## src/rtl/coin_vend_pkg.sv

```systemverilog
package coin_vend_pkg;
  localparam int NICKEL_CENTS  = 5;
  localparam int DIME_CENTS    = 10;
  localparam int QUARTER_CENTS = 25;
  localparam int NICKEL_PRICE  = 55;

  typedef struct packed {
    logic sell;
    logic change;
    logic refuse;
  } vend_outcome_t;
endpackage

```

## src/rtl/coin_slot_chain.sv

```systemverilog
module coin_slot_chain #(
  parameter int N  = 3,
  parameter int CW = $clog2(N + 1)
) (
  input  logic [N-1:0]  slots,
  output logic [CW-1:0] filled,
  output logic          in_order
);
  logic [N-1:0] link_ok;

  genvar g;
  generate
    for (g = 0; g < N; g++) begin : g_link
      if (g == 0) begin : g_first
        assign link_ok[g] = 1'b1;
      end else begin : g_rest
        assign link_ok[g] = !slots[g] || slots[g-1];
      end
    end
  endgenerate

  assign in_order = &link_ok;

  always_comb begin
    filled = '0;
    for (int i = 0; i < N; i++) begin
      filled = filled + CW'(slots[i]);
    end
  end
endmodule

```

## src/rtl/coin_purse_value.sv

```systemverilog
module coin_purse_value
  import coin_vend_pkg::*;
#(
  parameter int DIME_SLOTS    = 3,
  parameter int QUARTER_SLOTS = 2,
  parameter int NICKEL_EN     = 0,
  parameter int MAX_COINS     = 3,
  parameter int VW            = 7
) (
  input  logic [DIME_SLOTS-1:0]    dime_slot,
  input  logic [QUARTER_SLOTS-1:0] quarter_slot,
  input  logic                     nickel_slot,
  output logic [VW-1:0]            value,
  output logic                     purse_ok
);
  localparam int DCW = $clog2(DIME_SLOTS + 1);
  localparam int QCW = $clog2(QUARTER_SLOTS + 1);
  localparam int CCW = $clog2(DIME_SLOTS + QUARTER_SLOTS + 2);

  logic [DCW-1:0] dimes;
  logic [QCW-1:0] quarters;
  logic           dimes_ordered, quarters_ordered;
  logic           nickel_eff;
  logic [CCW-1:0] coins;

  coin_slot_chain #(.N(DIME_SLOTS), .CW(DCW)) u_dimes (
    .slots(dime_slot), .filled(dimes), .in_order(dimes_ordered)
  );

  coin_slot_chain #(.N(QUARTER_SLOTS), .CW(QCW)) u_quarters (
    .slots(quarter_slot), .filled(quarters), .in_order(quarters_ordered)
  );

  generate
    if (NICKEL_EN != 0) begin : g_nickel
      assign nickel_eff = nickel_slot;
    end else begin : g_no_nickel
      assign nickel_eff = nickel_slot & 1'b0;
    end
  endgenerate

  assign coins = CCW'(dimes) + CCW'(quarters) + CCW'(nickel_eff);

  assign value = VW'(dimes) * VW'(DIME_CENTS)
               + VW'(quarters) * VW'(QUARTER_CENTS)
               + (nickel_eff ? VW'(NICKEL_CENTS) : '0);

  assign purse_ok = dimes_ordered && quarters_ordered && (coins <= CCW'(MAX_COINS));
endmodule

```

## src/rtl/vend_decide.sv

```systemverilog
module vend_decide
  import coin_vend_pkg::*;
#(
  parameter int PRICE_CENTS = 35,
  parameter int VW          = 7
) (
  input  logic          clk,
  input  logic          rst,
  input  logic          request,
  input  logic          purse_ok,
  input  logic [VW-1:0] value,
  output vend_outcome_t outcome
);
  localparam logic [VW-1:0] PRICE_V = VW'(PRICE_CENTS);

  vend_outcome_t next_outcome;

  always_comb begin
    next_outcome = '0;
    if (request) begin
      if (purse_ok && (value >= PRICE_V)) begin
        next_outcome.sell   = 1'b1;
        next_outcome.change = (value > PRICE_V);
      end else begin
        next_outcome.refuse = 1'b1;
      end
    end
  end

  always_ff @(posedge clk) begin
    if (rst) outcome <= '0;
    else     outcome <= next_outcome;
  end

  assert_exclusive_R8: assert property (@(posedge clk) disable iff (rst)
    outcome.refuse |-> (!outcome.sell && !outcome.change));

  assert_change_needs_sale_R6: assert property (@(posedge clk) disable iff (rst)
    outcome.change |-> outcome.sell);

  assert_idle_without_request_R2: assert property (@(posedge clk) disable iff (rst)
    !request |=> (outcome == '0));

  assert_one_stage_answer_R11: assert property (@(posedge clk) disable iff (rst)
    request |=> (outcome.sell || outcome.refuse));

  assert_bad_purse_refused_R3: assert property (@(posedge clk) disable iff (rst)
    (request && !purse_ok) |=> (outcome.refuse && !outcome.sell));
endmodule

```

## src/rtl/coin_vend_decider.sv

```systemverilog
module coin_vend_decider
  import coin_vend_pkg::*;
#(
  parameter int PRICE_CENTS   = 35,
  parameter int DIME_SLOTS    = 3,
  parameter int QUARTER_SLOTS = 2
) (
  input  logic                     clk,
  input  logic                     rst,
  input  logic [DIME_SLOTS-1:0]    dime_slot,
  input  logic [QUARTER_SLOTS-1:0] quarter_slot,
  input  logic                     nickel_slot,
  input  logic                     buy_request,
  output logic                     sale_ok,
  output logic                     give_change,
  output logic                     sale_refused
);
  localparam int NICKEL_EN = (PRICE_CENTS >= NICKEL_PRICE) ? 1 : 0;
  localparam int MAX_COINS = (NICKEL_EN != 0) ? 4 : 3;
  localparam int MAX_VALUE = DIME_SLOTS * DIME_CENTS + QUARTER_SLOTS * QUARTER_CENTS
                           + NICKEL_CENTS;
  localparam int VW = $clog2(((MAX_VALUE > PRICE_CENTS) ? MAX_VALUE : PRICE_CENTS) + 1);

  logic [VW-1:0] value;
  logic          purse_ok;
  vend_outcome_t outcome;

  coin_purse_value #(
    .DIME_SLOTS(DIME_SLOTS), .QUARTER_SLOTS(QUARTER_SLOTS),
    .NICKEL_EN(NICKEL_EN), .MAX_COINS(MAX_COINS), .VW(VW)
  ) u_purse (
    .dime_slot(dime_slot), .quarter_slot(quarter_slot), .nickel_slot(nickel_slot),
    .value(value), .purse_ok(purse_ok)
  );

  vend_decide #(.PRICE_CENTS(PRICE_CENTS), .VW(VW)) u_decide (
    .clk(clk), .rst(rst), .request(buy_request),
    .purse_ok(purse_ok), .value(value), .outcome(outcome)
  );

  assign sale_ok      = outcome.sell;
  assign give_change  = outcome.change;
  assign sale_refused = outcome.refuse;
endmodule

```

## config.mk

```make
export PLATFORM = sky130hd
export DESIGN_NAME = coin_vend_decider
export DESIGN_NICKNAME = d
export VERILOG_FILES = /design/src/rtl/coin_vend_pkg.sv /design/src/rtl/coin_slot_chain.sv /design/src/rtl/coin_purse_value.sv /design/src/rtl/vend_decide.sv /design/src/rtl/coin_vend_decider.sv
export SDC_FILE = /design/constraint.sdc
export NUM_CORES = 1
export LEC_CHECK = 0
export BUFFER_PORTS_ARGS = -buffer_cell sky130_fd_sc_hd__buf_2
export CAP_MARGIN = 30
export CORE_AREA = 2 2 39 41
export DETAILED_ROUTE_END_ITERATION = 10
export DIE_AREA = 0 0 41 43
export REMOVE_ABC_BUFFERS = 1
export SETUP_SLACK_MARGIN = 0.5
export SYNTH_ARGS = -nofsm -noshare
export SYNTH_HDL_FRONTEND = slang
export SYNTH_SLANG_ARGS = --single-unit
```

## constraint.sdc

```tcl
create_clock -name clk -period 2.9 [get_ports clk]
set_input_delay 0.58 -clock clk [delete_from_list [all_inputs] [get_ports clk]]
set_output_delay 0.58 -clock clk [all_outputs]
set_load 0.05 [all_outputs]
```

==> flow_summary_export.csv <==
group,metric,value,unit
layout,stdcell_area,631,sq um
floorplan,fp.coreArea,1380,sq um
layout,instances_no_fill,81,
global_routing,grt_use_total,0.102,
critical_path,critPathMaxFanout,2,
timing,rsz0062_at_grt,"true",
layout,largest_reg_flops,3,
timing,period_share,0.892,
global_routing,antenna_found_initial,0,
clocking,numClockSinks,3,
layout,drive_above_1_share,0.492,
layout,antenna_cells,0,
place,dpl-instance-area,490,sq um
critical_path,setup.worst_path.start_class,"input port",
synthesis,synthAdderAreaFrac,0.423,
drt,wl_met1,316,um
layout,nets,87,
synthesis,synth_compound_area_frac,0.151,
drt,drc,0,
critical_path,end_kind,"flip-flop",
global_routing,grt_max_degree,5,
drt,vias,365,
power,intPower,0.160,mW
clocking,cts_buffers,3,
synthesis,synthSimpleGateAreaFrac,0.122,
power,ir_drop,0.000209,V
floorplan,io_pins,12,
run_status,status,"finished clean",
synthesis,synth_top_family_by_area,"adder cells",
clocking,ctsHoldBuffers,0,
drt,finalWirelength,778,um
job,max_cap_viol_count,0,
clocking,clk_pin_slew_worst_paths,40,ps
power,p_per_area,391,nW/um^2
place,dp.final_hpwl,580,um
layout,reg_top3,"u_decide.outcome: 3 flops",
layout,nFillCells,144,
timing,min_period,2590,ps
critical_path,crit_family,"adder cells",
synthesis,muxShareOfSynthArea,0,
critical_path,cp_slowest_cell,"fa_2",
floorplan,dieArea,1760,sq um
place,io_buffers,10,
global_routing,grt_pass1_wl,1280,um
critical_path,cp_cell_sequence,"buf_8 -> inv_4 -> fa_2 -> inv_2 -> ha_4 -> ha_4 -> ha_4 -> a21o_1 -> a21oi_2 -> or4b_1 -> and3b_1",
clocking,cts_max_level,1,
layout,area_delta_synth_final,61.5,%
floorplan,rows,14,
synthesis,ys_ff_latch,3,
timing,hold_viol,0,
power,sw_frac_of_total,0.349,
synthesis,yosysWarnings,0,
layout,layout_common_cells,"buf_2 (8), buf_4 (8), inv_1 (7)",
synthesis,avgSynthCellArea,9.08,sq um
critical_path,slowest_delay,570,ps
critical_path,path_common_cell,"ha_4",
drt,wl_per_cell,9.60,um
critical_path,worstSetupPathType,"input port to flip-flop",
critical_path,worstPathArrival,2710,ps
power,power_switching,0.0860,mW
drt,antenna_left,0,
power,leakage,0.324,nW
critical_path,path_buf_inv,3,
floorplan,die_w,41,um
timing,slew_headroom,0.645,
global_routing,grt_overflow,0,
layout,largest-register,"u_decide.outcome",
power,power_frac_seq,0.182,
synthesis,ys_seq_area_frac,0.154,
timing,setup_ws,314,ps
drt,highest_layer,"met4",
drt,firstDrtPassIters,2,
timing,fmax,387,MHz
power,comb_power_share,0.516,
power,clock_power_share,0.303,
place,post-place-ws,-75.2,ps
synthesis,synth_cell_types,17,
floorplan,die_h,43,um
drt,drt_iter0_drc,2,
timing,worst_pin_slew,531,ps
timing,finalSetupViolations,0,
drt,route.met3.wl,21,um
place,place.gp.congestion,0.747,
synthesis,synth_area,390,sq um
synthesis,syn_inst,43,
clocking,cts_root_buffer,"clkbuf_4",
critical_path,crit_required,3030,ps
clocking,cts_tree,"done",
clocking,clockBufferDepth,2,
timing,finalMaxSlewViolations,0,
timing,worst_hold_slack,605,ps
min_path,hp-class,"input port to flip-flop",
global_routing,grt_pass1_vias,356,
drt,viasPerCell,4.51,
place,place_inst,73,
drt,wl_met2,425,um
floorplan,initial_utilization,0.282,
synthesis,synth_xor_area_frac,0.0449,
timing,tns,0,ps
power by group through the flow:
| stage | registers, mW | logic, mW | clock network, mW |
|---|---|---|---|
| after floorplan | 0.0550 | 0.0557 | 0 |
| after global placement | 0.0452 | 0.0902 | 0 |
| after detailed placement | 0.0452 | 0.0927 | 0 |
| after CTS | 0.0448 | 0.125 | 0.0763 |
| after global routing | 0.0451 | 0.142 | 0.0784 |
| final | 0.0447 | 0.127 | 0.0745 |
cells in the mapped netlist:
| library cell | n | area share |
|---|---|---|
| a21o_1 | 2 | 0.038 |
| a31oi_1 | 1 | 0.016 |
| xor2_1 | 2 | 0.045 |
| ha_1 | 10 | 0.32 |
| fa_1 | 2 | 0.10 |
| and3b_1 | 1 | 0.022 |
| a2111oi_1 | 1 | 0.026 |
| a2111oi_0 | 1 | 0.022 |
| nand2_1 | 1 | 0.0096 |
| nor2b_1 | 2 | 0.032 |
| inv_1 | 11 | 0.11 |
| a21oi_1 | 1 | 0.013 |
| dfxtp_1 | 3 | 0.15 |
| nand2b_1 | 2 | 0.032 |
| o21ai_0 | 1 | 0.013 |
| or4b_1 | 1 | 0.026 |
| a21oi_2 | 1 | 0.022 |
layout make-up:
type | count | area, sq um | area share
multi-input cells | 29 | 354 | 0.562
well taps | 16 | 20.0 | 0.0317
inverters | 11 | 43.8 | 0.0694
clock buffers | 4 | 26.3 | 0.0417
repair buffers | 18 | 126 | 0.200
flip-flops and latches | 3 | 60.1 | 0.0952
repair_timing:
item / in CTS / in global routing
pin swaps: 8 / 0
resized for setup: 17 / 0
buffers inserted: 4 / 0
endpoints found under the hold margin: 0 / 0
endpoints found under the setup margin: 3 / 3
layer usage:
layer,GRT usage,up-vias
li1,-,190
met1,0.112,166
met2,0.191,7
met3,0,2
met4,0.0400,0
met5,0,-
stage by stage:
step                      total power [mW]   util
final                                0.246  0.456
after global routing                 0.265  0.456
after CTS                            0.246  0.456
after detailed placement             0.138  0.354
after global placement               0.135  0.354
after floorplan                      0.111      -
final timing paths:
kind | from | slack [ps] | cells past startpoint | endpoint
setup / recovery | dime_slot[2] | 310 | 11 | u_decide.outcome[1]
hold / removal | buy_request | 600 | 3 | u_decide.outcome[0]
logic make-up (layout without fill, tap and decap cells):
group                      count (synthesis)  after routing
DFF                                        3              3
adders and majority gates                 12             12
and+or+nand+nor                            7              7
xor gates and xnor gates                   2              2
buffers and inverters                     11             33
AOI/OAI and AO/OA                          8              8
Power figures use the tool's default switching activity.
